`config.mk`:
```
export PLATFORM = sky130hd
export DESIGN_NAME = qbp_port
export DESIGN_NICKNAME = d
export VERILOG_FILES = /design/src/rtl/qbp_pkg.sv /design/src/rtl/qbp_sync.sv /design/src/rtl/qbp_pin_drv.sv /design/src/rtl/qbp_edge_det.sv /design/src/rtl/qbp_port.sv
export SDC_FILE = /design/constraint.sdc
export NUM_CORES = 1
export LEC_CHECK = 0
export CORE_MARGIN = 10
export CORE_UTILIZATION = 40
export DETAILED_ROUTE_END_ITERATION = 6
export GPL_TIMING_DRIVEN = 0
export PLACE_DENSITY = 0.76
export SYNTH_ARGS = -nofsm -noshare
export SYNTH_HDL_FRONTEND = slang
export SYNTH_SLANG_ARGS = --single-unit
```
`constraint.sdc`:
```
create_clock -name clk -period 1.7 [get_ports clk]
set_input_delay 0.51 -clock clk [delete_from_list [all_inputs] [get_ports clk]]
set_output_delay 0.51 -clock clk [all_outputs]
set_load 0.02 [all_outputs]
```
`src/rtl/qbp_pkg.sv`:
```
package qbp_pkg;

  typedef enum logic {
    EDGE_RISE = 1'b0,
    EDGE_FALL = 1'b1
  } edge_pol_e;

  // Interrupt polarity alternates across neighbouring pins.
  function automatic edge_pol_e pol_for_pin(input int idx);
    return (idx % 2 == 0) ? EDGE_RISE : EDGE_FALL;
  endfunction

endpackage

```
`src/rtl/qbp_sync.sv`:
```
module qbp_sync #(
  parameter int WIDTH  = 8,
  parameter int STAGES = 2
) (
  input  logic             clk,
  input  logic             rst_n,
  input  logic [WIDTH-1:0] d,
  output logic [WIDTH-1:0] q
);

  logic [WIDTH-1:0] chain_q [STAGES];
  logic [WIDTH-1:0] chain_d [STAGES];

  always_comb begin
    chain_d[0] = d;
    for (int s = 1; s < STAGES; s++) begin
      chain_d[s] = chain_q[s-1];
    end
  end

  always_ff @(posedge clk or negedge rst_n) begin
    if (!rst_n) begin
      for (int s = 0; s < STAGES; s++) begin
        chain_q[s] <= '1;
      end
    end else begin
      for (int s = 0; s < STAGES; s++) begin
        chain_q[s] <= chain_d[s];
      end
    end
  end

  assign q = chain_q[STAGES-1];

endmodule

```
`src/rtl/qbp_pin_drv.sv`:
```
module qbp_pin_drv #(
  parameter int PULSE_CYCLES = 2
) (
  input  logic clk,
  input  logic rst_n,
  input  logic drive_hi,
  output logic weak_pu,
  output logic strong_pd,
  output logic strong_pu
);

  localparam int             CW     = $clog2(PULSE_CYCLES + 1);
  localparam logic [CW-1:0]  RELOAD = CW'(PULSE_CYCLES - 1);

  logic          prev_q, prev_d;
  logic [CW-1:0] cnt_q, cnt_d;
  logic          rise;

  assign rise = drive_hi & ~prev_q;

  always_comb begin
    prev_d = drive_hi;
    cnt_d  = cnt_q;
    if (!drive_hi) begin
      cnt_d = '0;
    end else if (rise) begin
      cnt_d = RELOAD;
    end else if (cnt_q != '0) begin
      cnt_d = cnt_q - 1'b1;
    end
  end

  always_ff @(posedge clk or negedge rst_n) begin
    if (!rst_n) begin
      prev_q <= 1'b1;
      cnt_q  <= '0;
    end else begin
      prev_q <= prev_d;
      cnt_q  <= cnt_d;
    end
  end

  assign weak_pu   = drive_hi;
  assign strong_pd = ~drive_hi;
  assign strong_pu = drive_hi & (rise | (cnt_q != '0));

endmodule

```
`src/rtl/qbp_edge_det.sv`:
```
module qbp_edge_det #(
  parameter qbp_pkg::edge_pol_e POL = qbp_pkg::EDGE_RISE
) (
  input  logic clk,
  input  logic rst_n,
  input  logic lvl,
  output logic evt
);

  logic prev_q;

  always_ff @(posedge clk or negedge rst_n) begin
    if (!rst_n) begin
      prev_q <= 1'b1;
    end else begin
      prev_q <= lvl;
    end
  end

  generate
    if (POL == qbp_pkg::EDGE_RISE) begin : g_rise
      assign evt = lvl & ~prev_q;
    end else begin : g_fall
      assign evt = ~lvl & prev_q;
    end
  endgenerate

endmodule

```
`src/rtl/qbp_port.sv`:
```
module qbp_port #(
  parameter int WIDTH        = 8,
  parameter int PULSE_CYCLES = 2,
  parameter int SYNC_STAGES  = 2
) (
  input  logic             clk,
  input  logic             rst_n,
  input  logic             wr_en,
  input  logic [WIDTH-1:0] wr_mask,
  input  logic [WIDTH-1:0] wr_data,
  input  logic [WIDTH-1:0] alt_en,
  input  logic [WIDTH-1:0] alt_out,
  input  logic [WIDTH-1:0] pad_in,
  output logic [WIDTH-1:0] latch_rd,
  output logic [WIDTH-1:0] pin_rd,
  output logic [WIDTH-1:0] weak_pu,
  output logic [WIDTH-1:0] strong_pd,
  output logic [WIDTH-1:0] strong_pu,
  output logic [WIDTH-1:0] pin_evt
);

  logic [WIDTH-1:0] latch_q, latch_d;
  logic [WIDTH-1:0] drive_hi;

  always_comb begin
    latch_d = latch_q;
    if (wr_en) begin
      latch_d = (latch_q & ~wr_mask) | (wr_data & wr_mask);
    end
  end

  always_ff @(posedge clk or negedge rst_n) begin
    if (!rst_n) begin
      latch_q <= '1;
    end else begin
      latch_q <= latch_d;
    end
  end

  assign latch_rd = latch_q;
  assign drive_hi = latch_q & (~alt_en | alt_out);

  qbp_sync #(
    .WIDTH  (WIDTH),
    .STAGES (SYNC_STAGES)
  ) u_sync (
    .clk   (clk),
    .rst_n (rst_n),
    .d     (pad_in),
    .q     (pin_rd)
  );

  generate
    for (genvar i = 0; i < WIDTH; i++) begin : g_pin
      qbp_pin_drv #(
        .PULSE_CYCLES (PULSE_CYCLES)
      ) u_drv (
        .clk       (clk),
        .rst_n     (rst_n),
        .drive_hi  (drive_hi[i]),
        .weak_pu   (weak_pu[i]),
        .strong_pd (strong_pd[i]),
        .strong_pu (strong_pu[i])
      );

      qbp_edge_det #(
        .POL (qbp_pkg::pol_for_pin(i))
      ) u_edge (
        .clk   (clk),
        .rst_n (rst_n),
        .lvl   (pin_rd[i]),
        .evt   (pin_evt[i])
      );
    end
  endgenerate

endmodule

```
==> PnR_summary.wiki <==
{| class="wikitable"
! Metric !! Value
|-
| Status || complete, but fails checks
|-
| Violated checks || setup timing
|-
| Number of nets still failing antenna checks after routing || 0
|-
| Max IR drop VDD || 514 uV
|-
| Clock Pin Slew Worst Setup and Hold Paths || 0.09 ns
|-
| Number of endpoints failing setup at the final stage || 13
|-
| Insertion delay of the later-clocked pin in the worst-skew pair || 0.30 ns
|-
| H-tree levels || 2
|-
| Clock root buffer || sky130_fd_sc_hd__clkbuf_8
|-
| Fmax achieved || 0.570 GHz
|-
| Clock sinks || 56
|-
| Number of vias per cell after detailed routing || 4.48
|-
| Detailed-routing iteration count for the pre-antenna-repair pass || 3
|-
| Final worst hold slack || 0.196 ns
|-
| Kind of capture point of the worst setup path || output port
|-
| Area of all placed cells without fillers || 0.00400 mm^2
|-
| Multi-input logic area || 930 um^2
|-
| Crit path max fanout || 4
|-
| Layout Area Growth over Synthesis || 59.2%
|-
| Via count of the first global-routing pass || 1994
|-
| Count of inserted antenna diode cells || 0
|-
| Final HPWL DP || 4010 um
|-
| Setup repair after global routing missed its margin || yes
|-
| Clock tree from TritonCTS || built
|-
| Initial core utilization || 0.419
|-
| Number of different library cells in the post-synthesis netlist || 15
|-
| Logic depth of the worst register-to-register path || 9
|-
| Number of synthesized register bits || 56
|-
| Synthesized instance count || 212
|-
| Maximum number of pins on one net before global-route repair || 34
|-
| Total wire length || 5850 um
|-
| Final clock period utilization by the worst path || 1.03
|-
| Die width || 99.2 um
|-
| RR Endpoint || g_pin[4].u_drv.cnt_q[1]$_DFFE_PN0P_
|-
| Data required time of the critical path || 1.19 ns
|-
| Final critical path time including I/O delays and setup || 1.75 ns
|-
| Site Rows || 28
|-
| Count of port buffers added during placement || 89
|-
| Type of origin of the critical path || flip-flop
|-
| Crit path DAT || 1.24 ns
|-
| Transition at the pin with the smallest max-transition slack || 0.563 ns
|-
| Syn nets || 263
|-
| Iter 0 DRT Violations || 8
|-
| Post-synthesis cell area || 0.00251 mm^2
|-
| Type of the tightest min-delay check || in -> async
|-
| Maximum capacitance violations || 0
|-
| Number of buffers created by CTS || 5
|-
| Global-route wire length before repair || 9360 um
|-
| Lkg Pwr || 0.00192 uW
|-
| Post-synthesis area per instance || 11.8 um^2
|-
| Post-layout power || 3830 uW
|-
| Worst clock skew || 0.00291 ns
|-
| Full die area || 0.00984 mm^2
|-
| Area of the core region || 0.00599 mm^2
|-
| CTS max path bufs || 2
|-
| Worst setup margin || -0.0531 ns
|-
| Power density of the placed cells || 958 mW/mm^2
|-
| Max Slew Vio Count || 0
|-
| Worst slew margin relative to its limit || 0.625
|-
| Count of nets after finishing || 371
|-
| Final Hold Violating Endpoints || 0
|-
| Register area || 0.00145 mm^2
|-
| Post-Place Cell Area || 0.00351 mm^2
|-
| Via Count || 1773
|-
| Ports placed on the boundary || 91
|-
| Final weighted congestion in routability-driven placement || 0.696
|-
| Fraction of layout cells with a size suffix above 1 || 0.651
|-
| Total GRT Usage || 0.117
|-
| Total number of yosys warnings || 0
|-
| Reg2reg setup slack || 0.18 ns
|-
| Wire length per cell || 14.8 um
|-
| Cts hold-fix bufs || 0
|-
| Remaining global-route overflow || 0
|-
| Proportion of synthesized chip area in sequential cells || 0.578
|-
| Die Ht || 99.2 um
|-
| Crit Path Class || reg -> out
|-
| Drt drc || 0
|-
| Number of fill cells || 457
|-
| Antenna violations before repair || 0
|}
==> power breakdown <==
part,switching [uW],internal (uW)
combinational,610,756
clock,392,437
sequential,106,1530
total,1110,2720
==> cells by family (layout without fill, tap and decap cells) <==
group | after synthesis | in the layout | synth area share
DFF | 56 | 56 | 0.578
and+or+nand+nor | 43 | 43 | 0.0882
xor gates and xnor gates | 8 | 8 | 0.0279
adders and majority gates | 8 | 8 | 0.0399
AOI/OAI and AO/OA | 19 | 19 | 0.0379
muxes | 13 | 13 | 0.0678
buffers and inverters | 65 | 174 | 0.160
==> cells in the mapped netlist <==
master                     number  area (um^2)
sky130_fd_sc_hd__buf_4         40          300
sky130_fd_sc_hd__dfstp_2       40         1050
sky130_fd_sc_hd__inv_1         24         90.1
sky130_fd_sc_hd__nand2_1       19         71.3
sky130_fd_sc_hd__a21oi_1       16         80.1
sky130_fd_sc_hd__dfrtp_1       16          400
sky130_fd_sc_hd__and3_1         8         50.1
sky130_fd_sc_hd__ha_1           8          100
sky130_fd_sc_hd__mux2_4         8          120
sky130_fd_sc_hd__nand2b_1       8         50.1
sky130_fd_sc_hd__nor2b_1        8         50.1
sky130_fd_sc_hd__xor2_1         8         70.1
sky130_fd_sc_hd__mux2i_1        5         50.1
sky130_fd_sc_hd__o21ai_0        3         15.0
sky130_fd_sc_hd__buf_6          1         11.3
==> per-layer routing <==
metal	track usage	vias up	part of all wire
met1	0.114	861	0.37
met3	0.0567	6	0.090
met2	0.213	63	0.53
li1	-	843	-
met5	0	-	0
met4	0.0320	0	0.0096
==> cell usage in the layout, fill, tap and decap left out, drive strengths merged, types with 6 or more instances in the layout <==
cell type,netlist,final
ha,8,8
dlygate4sd2,0,14
buf,41,97
nand2,19,19
and3,8,8
xor2,8,8
clkdlybuf4s15,0,7
dfstp,40,40
nor2b,8,8
dfrtp,16,16
inv,24,24
clkdlybuf4s50,0,24
clkbuf,0,6
a21oi,16,16
nand2b,8,8
mux2,8,8
==> how the worst max path moves through the flow <==
stage / startpoint / endpoint / slack, ns
6_report: flip-flop / strong_pu[2] / -0.05
5_1_grt: flip-flop / strong_pu[2] / -0.1
4_1_cts: flip-flop / strong_pu[4] / -0.07
3_5_place_dp: alt_out[4] / strong_pu[4] / -0.93
3_3_place_gp: rst_n / g_pin[1].u_drv.cnt_q[1]$_DFFE_PN0P_ / -1.54
2_1_floorplan: flip-flop / strong_pu[0] / 0.25
==> metrics by stage <==
stage / std cells / setup TNS, ns / worst slack, ns / utilization
floorplan: 212 / 0 / 0.247 / -
global placement: 376 / -81.90 / -1.54 / 0.583
detailed placement: 377 / -19.71 / -0.926 / 0.586
CTS: 398 / -0.446 / -0.0658 / 0.654
global route: 396 / -0.974 / -0.0997 / 0.667
finish: 396 / -0.234 / -0.0531 / 0.667
==> area by class of cell <==
type,instances,share of cell area
Timing Repair Buffer,125,0.288
Multi-Input combinational cell,91,0.233
Clock buffer,6,0.0182
Buffer,17,0.0404
Tap cell,75,0.0235
Clock inverter,2,0.00877
Inverter,24,0.0257
Sequential cell,56,0.363
==> timing repair <==
action / in CTS / in global routing
endpoints found under the setup margin: 48 / 38
gates cloned: 0 / 0
pin swaps: 11 / 6
hold endpoints to repair: 0 / 0
resized for setup: 322 / 28
buffers inserted: 33 / 5
==> worst max-delay path, cell delays in order (launching register included) <==
cell	delay, ns
sky130_fd_sc_hd__dfstp_2	0.58
sky130_fd_sc_hd__nand2_4	0.09
sky130_fd_sc_hd__a21oi_4	0.14
sky130_fd_sc_hd__buf_6	0.14
No activity file was read; power rests on OpenSTA's default activity.
